$ cat src/rtl/tune_pkg.sv
// Package: shared widths and address-field layout for the tuning register port.
// Assumes an 8-bit host bus and 32-bit frequency words made of whole bytes.
package tune_pkg;
    localparam int DATA_W     = 8;
    localparam int ADDR_W     = 4;
    localparam int FREQ_W     = 32;
    localparam int PHASE_W    = 12;
    localparam int NUM_BANKS  = 2;
    localparam int LANES      = FREQ_W / DATA_W;
    localparam int LANE_SEL_W = $clog2(LANES);
    localparam int NIB_W      = DATA_W / 2;
    localparam int SYNC_DEPTH = 2;

    // Target field values carried on address bits 3:2
    typedef enum logic [1:0] {
        TGT_BANK_A = 2'b00,
        TGT_BANK_B = 2'b01,
        TGT_PHASE0 = 2'b10,
        TGT_PHASE1 = 2'b11
    } target_e;
endpackage

$ cat src/rtl/tune_stb_sync.sv
// Module: tune_stb_sync
// Moves the asynchronous write strobe into the clock domain through a
// parameterised flop chain and emits a one-cycle pulse on each rising edge.
// Assumes the strobe stays high and low for longer than SYNC_DEPTH+1 clocks.
module tune_stb_sync #(
    parameter int SYNC_DEPTH = 2
) (
    input  logic clk,
    input  logic rst_n,
    input  logic stb_async,
    output logic stb_rise
);
    logic [SYNC_DEPTH-1:0] chain_q;
    logic                  last_q;

    // Purpose: synchroniser chain, first flop takes the raw strobe
    always_ff @(posedge clk) begin
        if (!rst_n) chain_q <= '0;
        else        chain_q <= {chain_q[SYNC_DEPTH-2:0], stb_async};
    end

    // Purpose: remember the previous synchronised level for edge detection
    always_ff @(posedge clk) begin
        if (!rst_n) last_q <= 1'b0;
        else        last_q <= chain_q[SYNC_DEPTH-1];
    end

    // Purpose: single-cycle pulse on a low-to-high synchronised transition
    always_comb stb_rise = chain_q[SYNC_DEPTH-1] & ~last_q;
endmodule

$ cat src/rtl/tune_addr_dec.sv
// Module: tune_addr_dec
// Turns a qualified write (strobe pulse and low select) plus the address into
// one-hot lane enables for the frequency banks and the two phase lanes.
// Assumes the address and select are stable around the strobe pulse.
module tune_addr_dec
    import tune_pkg::*;
(
    input  logic                                 fire,
    input  logic                                 cs_n,
    input  logic [ADDR_W-1:0]                    addr,
    output logic [NUM_BANKS-1:0][LANES-1:0]      bank_we,
    output logic                                 ph_lo_we,
    output logic                                 ph_hi_we
);
    logic    go;
    target_e tgt;
    logic [LANE_SEL_W-1:0] lane;

    // Purpose: qualify the strobe pulse with the active-low select
    always_comb begin
        go   = fire & ~cs_n;
        tgt  = target_e'(addr[ADDR_W-1:ADDR_W-2]);
        lane = addr[LANE_SEL_W-1:0];
    end

    for (genvar b = 0; b < NUM_BANKS; b++) begin : g_bank
        for (genvar l = 0; l < LANES; l++) begin : g_lane
            // Purpose: one enable per bank byte lane
            always_comb bank_we[b][l] = go && (tgt == target_e'(b))
                                           && (lane == LANE_SEL_W'(l));
        end
    end

    // Purpose: phase lane enables; lane codes 10 and 11 decode to nothing
    always_comb begin
        ph_lo_we = go && addr[ADDR_W-1] && (lane == LANE_SEL_W'(0));
        ph_hi_we = go && addr[ADDR_W-1] && (lane == LANE_SEL_W'(1));
    end
endmodule

$ cat src/rtl/tune_reg_bank.sv
// Module: tune_reg_bank
// Holds the frequency banks and the phase word; each enable updates its own
// lane only. The phase low lane takes the upper nibble of the data byte.
// Assumes at most one enable is high per cycle (guaranteed by the decoder).
module tune_reg_bank
    import tune_pkg::*;
(
    input  logic                                 clk,
    input  logic                                 rst_n,
    input  logic [DATA_W-1:0]                    wdata,
    input  logic [NUM_BANKS-1:0][LANES-1:0]      bank_we,
    input  logic                                 ph_lo_we,
    input  logic                                 ph_hi_we,
    output logic [NUM_BANKS-1:0][FREQ_W-1:0]     bank_q,
    output logic [PHASE_W-1:0]                   phase_q
);
    for (genvar b = 0; b < NUM_BANKS; b++) begin : g_bank
        for (genvar l = 0; l < LANES; l++) begin : g_lane
            // Purpose: one byte lane of a frequency bank
            always_ff @(posedge clk) begin
                if (!rst_n)
                    bank_q[b][l*DATA_W +: DATA_W] <= '0;
                else if (bank_we[b][l])
                    bank_q[b][l*DATA_W +: DATA_W] <= wdata;
            end
        end
    end

    // Purpose: phase low nibble from data bits 7:4
    always_ff @(posedge clk) begin
        if (!rst_n)        phase_q[NIB_W-1:0] <= '0;
        else if (ph_lo_we) phase_q[NIB_W-1:0] <= wdata[DATA_W-1:NIB_W];
    end

    // Purpose: phase upper byte from the full data bus
    always_ff @(posedge clk) begin
        if (!rst_n)        phase_q[PHASE_W-1:NIB_W] <= '0;
        else if (ph_hi_we) phase_q[PHASE_W-1:NIB_W] <= wdata;
    end
endmodule

$ cat src/rtl/tune_regs_wrport.sv
// Module: tune_regs_wrport (top)
// Host write port filling two frequency banks and a phase word from an 8-bit
// bus. Strobe synchronised, select/address/data sampled on the detected edge.
// Assumes addr, wdata and cs_n settle before the strobe rises and stay put
// until at least three clocks after it.
module tune_regs_wrport
    import tune_pkg::*;
(
    input  logic               clk,
    input  logic               rst_n,
    input  logic               cs_n,
    input  logic               wr_stb,
    input  logic [3:0]         addr,
    input  logic [7:0]         wdata,
    output logic [31:0]        freq_a,
    output logic [31:0]        freq_b,
    output logic [11:0]        phase_ofs
);
    logic                             stb_rise;
    logic [NUM_BANKS-1:0][LANES-1:0]  bank_we;
    logic                             ph_lo_we;
    logic                             ph_hi_we;
    logic [NUM_BANKS-1:0][FREQ_W-1:0] bank_q;
    logic [PHASE_W-1:0]               phase_q;

    tune_stb_sync #(.SYNC_DEPTH(SYNC_DEPTH)) u_sync (
        .clk       (clk),
        .rst_n     (rst_n),
        .stb_async (wr_stb),
        .stb_rise  (stb_rise)
    );

    tune_addr_dec u_dec (
        .fire     (stb_rise),
        .cs_n     (cs_n),
        .addr     (addr),
        .bank_we  (bank_we),
        .ph_lo_we (ph_lo_we),
        .ph_hi_we (ph_hi_we)
    );

    tune_reg_bank u_regs (
        .clk      (clk),
        .rst_n    (rst_n),
        .wdata    (wdata),
        .bank_we  (bank_we),
        .ph_lo_we (ph_lo_we),
        .ph_hi_we (ph_hi_we),
        .bank_q   (bank_q),
        .phase_q  (phase_q)
    );

    // Purpose: expose the holding registers to the oscillator core
    always_comb begin
        freq_a    = bank_q[0];
        freq_b    = bank_q[1];
        phase_ofs = phase_q;
    end
endmodule

$ cat config.mk
export PLATFORM = sky130hd
export DESIGN_NAME = tune_regs_wrport
export DESIGN_NICKNAME = d
export VERILOG_FILES = /design/src/rtl/tune_pkg.sv /design/src/rtl/tune_stb_sync.sv /design/src/rtl/tune_addr_dec.sv /design/src/rtl/tune_reg_bank.sv /design/src/rtl/tune_regs_wrport.sv
export SDC_FILE = /design/constraint.sdc
export NUM_CORES = 1
export LEC_CHECK = 0
export BUFFER_PORTS_ARGS = -buffer_cell sky130_fd_sc_hd__clkbuf_2
export CAP_MARGIN = 40
export CORE_AREA = 2 2 101 103
export CTS_CLUSTER_DIAMETER = 200
export CTS_CLUSTER_SIZE = 14
export DETAILED_ROUTE_END_ITERATION = 16
export DIE_AREA = 0 0 103 105
export PLACE_DENSITY_LB_ADDON = 0.2
export SLEW_MARGIN = 0
export SYNTH_ARGS = -nofsm -noshare
export SYNTH_HDL_FRONTEND = slang
export SYNTH_SLANG_ARGS = --single-unit
$ cat constraint.sdc
create_clock -name clk -period 1.7 [get_ports clk]
set_input_delay 0.34 -clock clk [delete_from_list [all_inputs] [get_ports clk]]
set_output_delay 0.34 -clock clk [all_outputs]
set_load 0.01 [all_outputs]
### After elaboration in Yosys (flattened, before gate mapping)

Index checks and enable logic that the tools add are counted.

* reduce and logical (&&, ||, !) cells: 15
* bitwise operators: 4
* equal/unequal tests: 4

Operators by type and width (count)
* $logic_and 1x1->1: 13
* $eq 2x1->1 const B: 2
* $eq 2x2->1 const B: 2
* $logic_not 2->1: 2
* $and 1x1->1: 2
* $not 1->1: 2

* input port bits: 16
* register bits: 79
* logic and storage cells: 35
* output and inout bits: 76

### Depth between registers and ports, before layout

* word-level depth: 5
* mapped depth: 5
* depth with buffers taken out: 3

### Modules after synthesis

Synthesis repeated with hierarchy kept, for this count alone.

* cell total of the unflattened synthesis: 277
* area, all modules: 3140.5 um2

By module, submodules not included
* tune_reg_bank: cells each 254, instances 1, seq. area each 1521.5 um2, area each 2952.8 um2
* tune_addr_dec: cells each 16, instances 1, seq. area each 0.0 um2, area each 95.1 um2
* tune_stb_sync: cells each 7, instances 1, seq. area each 60.1 um2, area each 92.6 um2

### Worst setup path before layout

Ideal clock, no wire load.

* path type: input to register
* start point: in addr[3]
* end point: reg u_regs.bank_q[20] (netlist name)
* stages: 5
* required time: 1.572 ns
* slack: -0.182 ns
* library setup time: 0.128 ns
* arrival time: 1.753 ns
* buffers on the path: 2
* cells stage by stage: or4b_1 clkbuf_1 or4b_1 buf_6 mux2i_1

* longest elaborated chain between the ends: 3

RTL lines
* start: declaration: line tune_regs_wrport.sv:13 `input logic [3:0] addr,`
* $logic_not 2->1: line tune_addr_dec.sv:29 `always_comb bank_we[b][l] = go && (tgt == target_e'(b))`
* $logic_and 1x1->1: line tune_addr_dec.sv:29
* $logic_and 1x1->1: line tune_addr_dec.sv:30 `&& (lane == LANE_SEL_W'(l));`

No other way between the ends.
A chain may end at the register's enable or synchronous reset.

### Worst setup path after layout

* start point: reg u_sync.last_q
* end point: reg u_regs.bank_q[20] (netlist name)

* longest elaborated chain between the ends: 5

RTL lines
* start: declaration: line tune_stb_sync.sv:14 `logic last_q;`
* start signal: assignment: line tune_stb_sync.sv:25 `else last_q <= chain_q[SYNC_DEPTH-1];`
* $not 1->1: line tune_stb_sync.sv:29 `always_comb stb_rise = chain_q[SYNC_DEPTH-1] & ~last_q;`
* $and 1x1->1: line tune_stb_sync.sv:29
* $and 1x1->1: line tune_addr_dec.sv:21 `go = fire & ~cs_n;`
* $logic_and 1x1->1: line tune_addr_dec.sv:29
* $logic_and 1x1->1: line tune_addr_dec.sv:30

No other way between the ends.

==> impl_metrics.yaml <==
placed_design:
  dpl.hpwl_um: 5340
  io_buffers: 91
  placed_cell_area_mm2: 0.00359
  gp_congestion: 0.707
floorplanning:
  pin_count: 92
  die_x_um: 103
  core-area_mm2: 0.00964
  die-height_um: 105
  die_area_mm2: 0.0108
  rows: 36
  initial_core_util: 0.297
synth:
  syn-cell-area_mm2: 0.00286
  synth_top_area_cell: "dfxtp_1"
  synthCells: 275
  yosysUniqueCellTypes: 17
  ys_top_cells_by_area: "dfxtp_1, mux2i_1, nand2_1"
  ys_ff_latch: 79
  synthArstFlopShare: 0
  yosys-top-cells-count: "nand2_1, dfxtp_1, mux2i_1"
  yosys_warnings: 0
  synth_area_per_cell_um2: 10.4
  ys.flop_type: "dfxtp_1"
  synth_most_common_cell: "nand2_1"
  syn-num-nets: 291
  synth_edf_count: 0
  ys_seq_area_frac: 0.553
  synth_top_area_frac: 0.553
worst_setup_path:
  cp-end-kind: "register"
  path_class: "reg -> reg"
  critical_path_required_ns: 1.91
  arrival_ns: 1.93
  critPathLaunchType: "register"
  cp_max_fo: 8
pwr:
  peakVddDrop_v: 0.000356
  p_leak_nw: 1.86
  power.density_mw_per_mm2: 897
routing:
  viasPerCell: 4.37
  route.detailed.drc: 0
  ant_nets: 0
  dr.pass1.iters: 4
  wire_per_inst_um: 15.0
  drt_iter0_drc: 48
  vias: 2271
  wl_um: 7790
status:
  status: "finished with violations"
  violations: "setup timing"
timing:
  fin_crit_ns: 1.71
  worst_hold_slack_ns: 0.187
  setup_viol: 4
  finalSetupTns_ns: -0.0248
  rsz0062_at_grt: "yes"
  skew_ns: 0.00954
  tightest_slew_ns: 0.503
  drv_slew: 0
  fmax_mhz: 585
  max_slew_margin: 0.664
  fin_crit_sh: 1.01
  fin_ws_ns: -0.0108
  hold_viol: 0
clock_network:
  clockBufferDepth: 2
  cts_root_buf: "clkbuf_8"
  postCtsSetupRepairBufs: 0
  clk_pin_slew_ns: 0.09
  clk_latency_ns: 0.35
  cts_sinks: 79
  cts_made_buffers: 9
  tritoncts: "built"
  htree_levels: 3
job:
  maxCapViolations: 0
grt:
  grt_pass1_wl_um: 12300
  gr-usage-all-layers: 0.152
  grt_max_degree: 24
  grt_overflow: 0
  antenna_found_initial: 0
  first_global_vias: 2292
finish:
  drive_gt1_frac: 0.346
  final_nets: 398
  syn_to_final_growth_pct: 33.0
  final_area_mm2: 0.00380
  antenna_cells: 0
hold_path:
  hp-class: "in -> reg"
==> worst max-delay path: stages (launching register included) <==
cell and delay (ns):
dfxtp_1 0.33, or4b_4 0.49, or4b_4 0.60, mux2i_1 0.15
==> where the power goes <==
group,internal [mW],switching [mW]
Clock,0.680,0.721
Combinational,0.0471,0.105
Sequential,1.86,0.00339
Total,2.58,0.830
==> logic make-up (layout without fill, tap and decap cells) <==
| logic type | Yosys count | in the layout | share of synthesized area |
|---|---|---|---|
| flip-flops | 79 | 79 | 0.553 |
| buffers and inverters | 15 | 127 | 0.0227 |
| AND/OR/NAND/NOR | 105 | 105 | 0.158 |
| multiplexers | 76 | 76 | 0.266 |
==> layout by cell type, fill, tap and decap left out, types with 3 or more instances in the layout <==
master and count:
and2_1 3, buf_4 17, clkbuf_2 90, clkbuf_8 9, clkinv_4 3, dfxtp_1 78, mux2i_1 76, nand2_1 86
nand3_1 3
==> metal layers <==
| metal | vias up | GRT usage | wire, µm |
|---|---|---|---|
| met5 | - | 0 | 0 |
| met1 | 1056 | 0.201 | 3620 |
| li1 | 1137 | - | - |
| met3 | 9 | 0.0535 | 539 |
| met4 | 0 | 0.0479 | 99 |
| met2 | 69 | 0.230 | 3530 |
==> flip-flops by register name, indices dropped and copies added, names as in the netlist <==
| register | cells |
|---|---|
| u_regs.bank_q | 64 |
| u_regs.phase_q | 12 |
| u_sync.chain_q | 2 |
| u_sync.last_q | 1 |
==> repair_timing <==
| item | CTS | global route |
|---|---|---|
| setup endpoints to repair | 10 | 12 |
| resized for setup | 4 | 4 |
| hold buffers | 0 | 0 |
| hold endpoints to repair | 0 | 0 |
==> final timing paths <==
path | startpoint | end | slack [ns] | cells past startpoint
worst max-delay path | u_sync.last_q$_SDFF_PN0_ | u_regs.bank_q[20]$_SDFFE_PN0P_ | -0.01 | 3
worst min-delay path | wr_stb | u_sync.chain_q[0]$_SDFF_PN0_ | 0.19 | 2
worst max register to register | u_sync.last_q$_SDFF_PN0_ | u_regs.bank_q[20]$_SDFFE_PN0P_ | -0.01 | 3
worst min register to register | u_sync.chain_q[0]$_SDFF_PN0_ | u_sync.chain_q[1]$_SDFF_PN0_ | 0.44 | 1
==> stage by stage <==
| stage | cells | utilization | power (mW) | worst slack [ns] |
|---|---|---|---|---|
| floorplan | 275 | - | 1.97 | -0.166 |
| global placement | 505 | 0.372 | 2.06 | -0.222 |
| detailed placement | 505 | 0.372 | 2.06 | -0.251 |
| CTS | 521 | 0.394 | 3.46 | -0.0409 |
| global route | 520 | 0.395 | 3.55 | -0.0650 |
| finish | 520 | 0.395 | 3.41 | -0.0108 |
==> area by class of cell <==
cell class,instances,area (µm²)
fill,1042,5830
timing repair buffer,111,626
clock inverter,7,73.8
clock buffer,9,124
sequential,79,1580
tap,133,166
multi-input combinational,181,1230
Power figures use the tool's default switching activity.
